==> src/rtl/sess_pkg.sv <==
package sess_pkg;
  typedef enum logic [1:0] {
    MODE_STD  = 2'd0,
    MODE_AUTH = 2'd1,
    MODE_ENC  = 2'd2
  } sec_mode_e;
endpackage

==> src/rtl/sess_attempt_ctr.sv <==
module sess_attempt_ctr #(
  parameter int N      = 8,
  parameter int CNT_W  = 4,
  parameter int LIMIT  = 3,
  parameter int IDX_W  = (N > 1) ? $clog2(N) : 1
) (
  input  logic             clk,
  input  logic             rst,
  input  logic             evt,
  input  logic [IDX_W-1:0] idx,
  input  logic             pass_in,
  output logic             pass_eff
);
  localparam logic [CNT_W-1:0] CNT_MAX = {CNT_W{1'b1}};
  localparam logic [CNT_W-1:0] LIM     = CNT_W'(LIMIT);

  logic [CNT_W-1:0] cnt_q [N];
  logic [IDX_W-1:0] idx_d;

  // a locked set refuses even a correct value
  assign pass_eff = pass_in && (cnt_q[idx] < LIM);

  always_ff @(posedge clk) begin
    idx_d <= idx;
    if (rst) begin
      for (int i = 0; i < N; i++) cnt_q[i] <= '0;
    end else if (evt) begin
      if (pass_eff)                 cnt_q[idx] <= '0;
      else if (cnt_q[idx] != CNT_MAX) cnt_q[idx] <= cnt_q[idx] + 1'b1;
    end
  end


  ctr_clear_on_pass_chk: assert property (@(posedge clk) disable iff (rst)
    (evt && pass_eff) |=> (cnt_q[idx_d] == '0));

  ctr_saturate_chk: assert property (@(posedge clk) disable iff (rst)
    (evt && !pass_eff && cnt_q[idx] == CNT_MAX) |=> (cnt_q[idx_d] == CNT_MAX));
endmodule

==> src/rtl/sess_mode_fsm.sv <==
module sess_mode_fsm
  import sess_pkg::*;
#(
  parameter int KEY_W = 2
) (
  input  logic             clk,
  input  logic             rst,
  input  logic             card_rst,
  input  logic             auth_evt,
  input  logic             auth_ok,
  input  logic [KEY_W-1:0] auth_key,
  input  logic             enc_evt,
  input  logic             enc_pass,
  input  logic [KEY_W-1:0] enc_key,
  input  logic             mac_evt,
  input  logic             mac_ok,
  output sec_mode_e        mode_o,
  output logic [KEY_W-1:0] key_o
);
  sec_mode_e        mode_q;
  logic [KEY_W-1:0] key_q;

  always_ff @(posedge clk) begin
    if (rst || card_rst) begin
      mode_q <= MODE_STD;
      key_q  <= '0;
    end else if (auth_evt) begin
      if (auth_ok) begin
        mode_q <= MODE_AUTH;
        key_q  <= auth_key;
      end else begin
        mode_q <= MODE_STD;
      end
    end else if (enc_evt) begin
      if (enc_pass && mode_q != MODE_STD && enc_key == key_q) mode_q <= MODE_ENC;
      else                                                     mode_q <= MODE_STD;
    end else if (mac_evt && !mac_ok) begin
      mode_q <= MODE_STD;
    end
  end

  assign mode_o = mode_q;
  assign key_o  = key_q;


  enc_from_auth_chk: assert property (@(posedge clk) disable iff (rst)
    (mode_q == MODE_ENC && $past(mode_q) != MODE_ENC) |-> ($past(mode_q) == MODE_AUTH));

  mac_revoke_chk: assert property (@(posedge clk) disable iff (rst)
    (mac_evt && !mac_ok && !auth_evt && !enc_evt) |=> (mode_q == MODE_STD));

  card_rst_chk: assert property (@(posedge clk) disable iff (rst)
    card_rst |=> (mode_q == MODE_STD));
endmodule

==> src/rtl/sess_pw_hold.sv <==
module sess_pw_hold #(
  parameter int PW_W = 3
) (
  input  logic            clk,
  input  logic            rst,
  input  logic            card_rst,
  input  logic            pw_evt,
  input  logic            pw_ok,
  input  logic            pw_write,
  input  logic [PW_W-1:0] pw_set,
  output logic            held_o,
  output logic            held_wr_o,
  output logic [PW_W-1:0] held_set_o
);
  always_ff @(posedge clk) begin
    if (rst || card_rst) begin
      held_o     <= 1'b0;
      held_wr_o  <= 1'b0;
      held_set_o <= '0;
    end else if (pw_evt) begin
      held_o     <= pw_ok;
      held_wr_o  <= pw_ok && pw_write;
      held_set_o <= pw_set;
    end
  end


  pw_fail_drop_chk: assert property (@(posedge clk) disable iff (rst)
    (pw_evt && !pw_ok) |=> !held_o);
endmodule

==> src/rtl/sess_priv_tracker.sv <==
module sess_priv_tracker
  import sess_pkg::*;
#(
  parameter int NUM_ZONES     = 8,
  parameter int NUM_PW_SETS   = 8,
  parameter int NUM_KEY_SETS  = 4,
  parameter int CNT_W         = 4,
  parameter int ATTEMPT_LIMIT = 3,
  parameter int ZONE_W        = $clog2(NUM_ZONES),
  parameter int PW_W          = $clog2(NUM_PW_SETS),
  parameter int KEY_W         = $clog2(NUM_KEY_SETS)
) (
  input  logic                        clk,
  input  logic                        rst,
  input  logic                        card_rst,
  input  logic                        auth_evt,
  input  logic                        auth_pass,
  input  logic [KEY_W-1:0]            auth_key,
  input  logic                        enc_evt,
  input  logic                        enc_pass,
  input  logic [KEY_W-1:0]            enc_key,
  input  logic                        pw_evt,
  input  logic                        pw_pass,
  input  logic                        pw_write,
  input  logic [PW_W-1:0]             pw_set,
  input  logic                        mac_evt,
  input  logic                        mac_ok,
  input  logic [ZONE_W-1:0]           zone_sel,
  input  logic [NUM_ZONES-1:0]        cfg_pw_en,
  input  logic [NUM_ZONES*PW_W-1:0]   cfg_pw_set,
  input  logic [NUM_ZONES-1:0]        cfg_auth_en,
  input  logic [NUM_ZONES*KEY_W-1:0]  cfg_auth_key,
  input  logic [NUM_ZONES-1:0]        cfg_enc_req,
  output logic [1:0]                  mode,
  output logic                        rd_grant,
  output logic                        wr_grant
);
  logic             auth_ok, pw_ok;
  sec_mode_e        mode_q;
  logic [KEY_W-1:0] key_q;
  logic             held, held_wr;
  logic [PW_W-1:0]  held_set;
  logic [NUM_ZONES-1:0] z_rd, z_wr;

  sess_attempt_ctr #(.N(NUM_KEY_SETS), .CNT_W(CNT_W), .LIMIT(ATTEMPT_LIMIT), .IDX_W(KEY_W)) u_key_ctr (
    .clk(clk), .rst(rst), .evt(auth_evt), .idx(auth_key), .pass_in(auth_pass), .pass_eff(auth_ok));

  sess_attempt_ctr #(.N(NUM_PW_SETS), .CNT_W(CNT_W), .LIMIT(ATTEMPT_LIMIT), .IDX_W(PW_W)) u_pw_ctr (
    .clk(clk), .rst(rst), .evt(pw_evt), .idx(pw_set), .pass_in(pw_pass), .pass_eff(pw_ok));

  sess_mode_fsm #(.KEY_W(KEY_W)) u_fsm (
    .clk(clk), .rst(rst), .card_rst(card_rst),
    .auth_evt(auth_evt), .auth_ok(auth_ok), .auth_key(auth_key),
    .enc_evt(enc_evt), .enc_pass(enc_pass), .enc_key(enc_key),
    .mac_evt(mac_evt), .mac_ok(mac_ok), .mode_o(mode_q), .key_o(key_q));

  sess_pw_hold #(.PW_W(PW_W)) u_pw (
    .clk(clk), .rst(rst), .card_rst(card_rst), .pw_evt(pw_evt), .pw_ok(pw_ok),
    .pw_write(pw_write), .pw_set(pw_set),
    .held_o(held), .held_wr_o(held_wr), .held_set_o(held_set));

  for (genvar z = 0; z < NUM_ZONES; z++) begin : g_zone
    logic pw_match, auth_met, enc_met, pw_rd_met, pw_wr_met;
    assign pw_match  = held && (held_set == cfg_pw_set[z*PW_W +: PW_W]);
    assign auth_met  = !cfg_auth_en[z] ||
                       (mode_q != MODE_STD && key_q == cfg_auth_key[z*KEY_W +: KEY_W]);
    assign enc_met   = !cfg_enc_req[z] || (mode_q == MODE_ENC);
    assign pw_rd_met = !cfg_pw_en[z] || pw_match;
    assign pw_wr_met = !cfg_pw_en[z] || (pw_match && held_wr);
    assign z_rd[z]   = auth_met && enc_met && pw_rd_met;
    assign z_wr[z]   = auth_met && enc_met && pw_wr_met;
  end

  always_ff @(posedge clk) begin
    if (rst) begin
      rd_grant <= 1'b0;
      wr_grant <= 1'b0;
    end else begin
      rd_grant <= z_rd[zone_sel];
      wr_grant <= z_wr[zone_sel];
    end
  end

  assign mode = mode_q;


  wr_implies_rd_chk: assert property (@(posedge clk) disable iff (rst)
    wr_grant |-> rd_grant);

  enc_zone_gate_chk: assert property (@(posedge clk) disable iff (rst)
    (cfg_enc_req[zone_sel] && mode_q != MODE_ENC) |=> !rd_grant);
endmodule

==> config.mk <==
export PLATFORM = sky130hd
export DESIGN_NAME = sess_priv_tracker
export DESIGN_NICKNAME = d
export VERILOG_FILES = /design/src/rtl/sess_pkg.sv /design/src/rtl/sess_attempt_ctr.sv /design/src/rtl/sess_mode_fsm.sv /design/src/rtl/sess_pw_hold.sv /design/src/rtl/sess_priv_tracker.sv
export SDC_FILE = /design/constraint.sdc
export NUM_CORES = 1
export LEC_CHECK = 0
export BUFFER_PORTS_ARGS = -buffer_cell sky130_fd_sc_hd__buf_4
export CAP_MARGIN = 20
export CORE_MARGIN = 10
export CORE_UTILIZATION = 49
export DETAILED_ROUTE_END_ITERATION = 7
export GPL_ROUTABILITY_DRIVEN = 0
export PLACE_DENSITY = 0.74
export SYNTH_ARGS = -nofsm -noshare
export SYNTH_HDL_FRONTEND = slang
export SYNTH_HIERARCHICAL = 1
export SYNTH_SLANG_ARGS = --single-unit
==> constraint.sdc <==
create_clock -name clk -period 2.35 [get_ports clk]
set_input_delay 0.1175 -clock clk [delete_from_list [all_inputs] [get_ports clk]]
set_output_delay 0.1175 -clock clk [all_outputs]
set_load 0.1 [all_outputs]
==> results.yml <==
status:
  status: "complete, but fails checks"
  violations: "setup timing"
sta:
  fin_crit_ns: 2.43
  whs_ns: 0.0530
  slew_violations: 0
  setup_viol: 28
  tightest_slew_ns: 0.817
  min_period_over_period_pct: 103
  rsz0062_at_grt: "yes"
  hold_viol: 0
  tns_ns: -1.15
  fin_skew_ns: 0.00824
  max_freq_mhz: 412
  fin_ws_ns: -0.0767
  slew_headroom_pct: 45.1
synthesis:
  synth-compound-area-share_pct: 12.8
  seq_area_frac_synth_pct: 42.7
  synthAdderAreaFrac_pct: 0.642
  ys_warn_count: 6
  synth.area.top_cells: "edfxtp_1, xor2_1, dfxtp_1"
  synthArstFlopShare_pct: 0
  syn_avg_cell_area_um2: 11.2
  synth-edff-count: 48
  synth_seq_cells: 59
  synth.distinct_cells: 69
  synth_top_family_by_area: "simple AND/OR/NAND/NOR gates"
  synth-xor-area-share_pct: 10.8
  yosysTopAreaCellShare_pct: 37.0
  synthMuxAreaShare_pct: 9.09
  synth-simple-area-share_pct: 20.6
  synth_area_mm2: 0.00389
  postSynthCellCount: 349
  yosysTopAreaCell: "edfxtp_1"
  synth_fp_nets: 437
  synth-main-ff-cell: "edfxtp_1"
floorplan:
  chipHeight_um: 109
  row_count: 32
  die_area_mm2: 0.0119
  core_region_area_mm2: 0.00773
  ioPinCount: 90
  die_x_um: 109
  start_util_pct: 50.4
global_routing:
  grt_pass1_wl_mm: 16.6
  grt_pass1_vias: 3253
  grt_max_degree: 30
  track_usage_pct: 17.6
  antenna_found_initial: 0
  overflow: 0
pwr:
  power_density_mw_per_mm2: 538
  switchingPower_uw: 722
  switching_share_pct: 25.8
  p_clk_share_pct: 35.4
  p_leak_uw: 0.00206
  report.power.total_uw: 2790
  p_comb_share_pct: 21.5
  internal_power_uw: 2070
  irDropWorstVdd_v: 0.000358
  seqPwrFrac_pct: 43.1
clock_network:
  htreeDepth: 3
  cts_buffers: 9
  cts_hold_buffers: 0
  clk_latency_ns: 0.33
  cts_root_buffer: "clkbuf_8"
  cts.reportedPaths.clkPinSlew_ns: 0.07
  cts_tree: "built"
  clockBufferDepth: 2
  cts.sinks: 59
worst_setup_path:
  startpoint_type: "register"
  crit_type: "reg2reg"
  cp.required_ns: 2.39
  crit_fanout: 8
  cp-end-kind: "register"
  crit_arrival_ns: 2.47
place:
  place_hpwl_mm: 8.23
  dpl-instance-area_mm2: 0.00480
  port_buffers: 89
route:
  drcViolationCount: 0
  num_vias: 3214
  final_antenna_net_count: 0
  drt_iter0_drc: 144
  viasPerCell: 5.63
  avgRoutedWirePerCell_um: 19.0
  drt-pass1-iter-count: 4
  routed_wl_mm: 10.9
finish:
  layout_commonest_cell: "buf_4"
  syn2layout_area_growth_pct: 33.2
  postLayoutCoreUtil_pct: 67.1
  layout.nets: 552
  fin_area_mm2: 0.00519
  layout_common_cells: "buf_4, edfxtp_1, xor2_1"
  antennaDiodeCount: 0
  drive_above_1_share_pct: 42.0
job:
  maxCapViolCount: 0
hold_path:
  min_path_type: "in2reg"
==> final timing paths <==
kind                                                         start                                 end  slack, ns  cells past startpoint
worst min register to register         u_pw/held_wr_o$_SDFFE_PP0P_         u_pw/held_wr_o$_SDFFE_PP0P_       0.55                      2
worst min-delay path                                      card_rst         u_fsm/key_o[0]$_SDFFE_PP0P_       0.05                      2
worst max-delay path            u_pw_ctr/cnt_q[1][1]$_SDFFCE_PN0P_  u_pw_ctr/cnt_q[3][3]$_SDFFCE_PN0P_      -0.08                      7
worst max register to register  u_pw_ctr/cnt_q[1][1]$_SDFFCE_PN0P_  u_pw_ctr/cnt_q[3][3]$_SDFFCE_PN0P_      -0.08                      7
==> timing repair <==
| action | CTS | global route |
|---|---|---|
| setup endpoints to repair | 48 | 51 |
| resized for setup | 6 | 28 |
| setup buffers | 1 | 3 |
| pin swaps | 1 | 10 |
==> kinds of logic after synthesis <==
family / after synthesis
and+or+nand+nor: 133
AOI/OAI and AO/OA: 62
DFF: 59
xor gates and xnor gates: 48
buffers and inverters: 23
muxes: 22
adders and majority gates: 2
==> stage by stage <==
| step | setup slack (ns) | std cells |
|---|---|---|
| after floorplan | 0.000988 | 349 |
| after global placement | -0.0325 | 551 |
| after detailed placement | -0.0981 | 551 |
| after CTS | -0.0708 | 568 |
| after global routing | -0.156 | 571 |
| final | -0.0767 | 571 |
==> worst max-delay path, stage by stage (launching register included) <==
cell	delay, ns
edfxtp_1	0.38
mux4_2	0.45
mux2_4	0.29
ha_4	0.17
nand2b_4	0.12
or4_4	0.48
nand3_4	0.15
nor3_1	0.08
==> cell type report <==
class / count / area (um2)
inverter: 6 / 22.5
clock buffer: 11 / 131
timing repair buffer: 121 / 932
sequential: 59 / 1660
tap: 102 / 128
clock inverter: 5 / 77.6
fill: 600 / 2540
multi-input combinational: 267 / 2230
==> synthesized netlist by cell type, types with 7 or more instances <==
cell type,count
xnor2_1,14
nand2_1,15
mux4_2,9
buf_2,7
nand3_1,13
xor2_1,34
dfxtp_1,11
o31ai_1,7
edfxtp_1,48
mux2i_1,8
o21bai_1,9
nor2_1,35
nor3_1,14
nand2b_1,8
==> routing by layer <==
layer  global-route usage [%]  up-vias  routed length [um]
met5                        0        -                   0
met4                     4.90        0                  96
met3                     5.60       10                1090
met2                     30.6      115                5400
met1                     20.5     1549                4280
li1                         -     1540                   -
==> sequential cells by signal, indices dropped and copies added (netlist names) <==
name	cells
u_pw/held_set_o	3
u_key_ctr/cnt_q	16
rd_grant	1
u_fsm/key_o	2
u_fsm/mode_o	2
wr_grant	1
u_pw/held_o	1
u_pw/held_wr_o	1
u_pw_ctr/cnt_q	32
==> power by group through the flow <==
stage	Combinational [uW]	Clock (uW)	Sequential [uW]
6_report	599	989	1200
5_1_grt	646	1060	1210
4_1_cts	566	1010	1200
3_5_place_dp	553	0	1230
3_3_place_gp	542	0	1220
2_1_floorplan	303	0	1230
(Power assumes the default switching activity.)
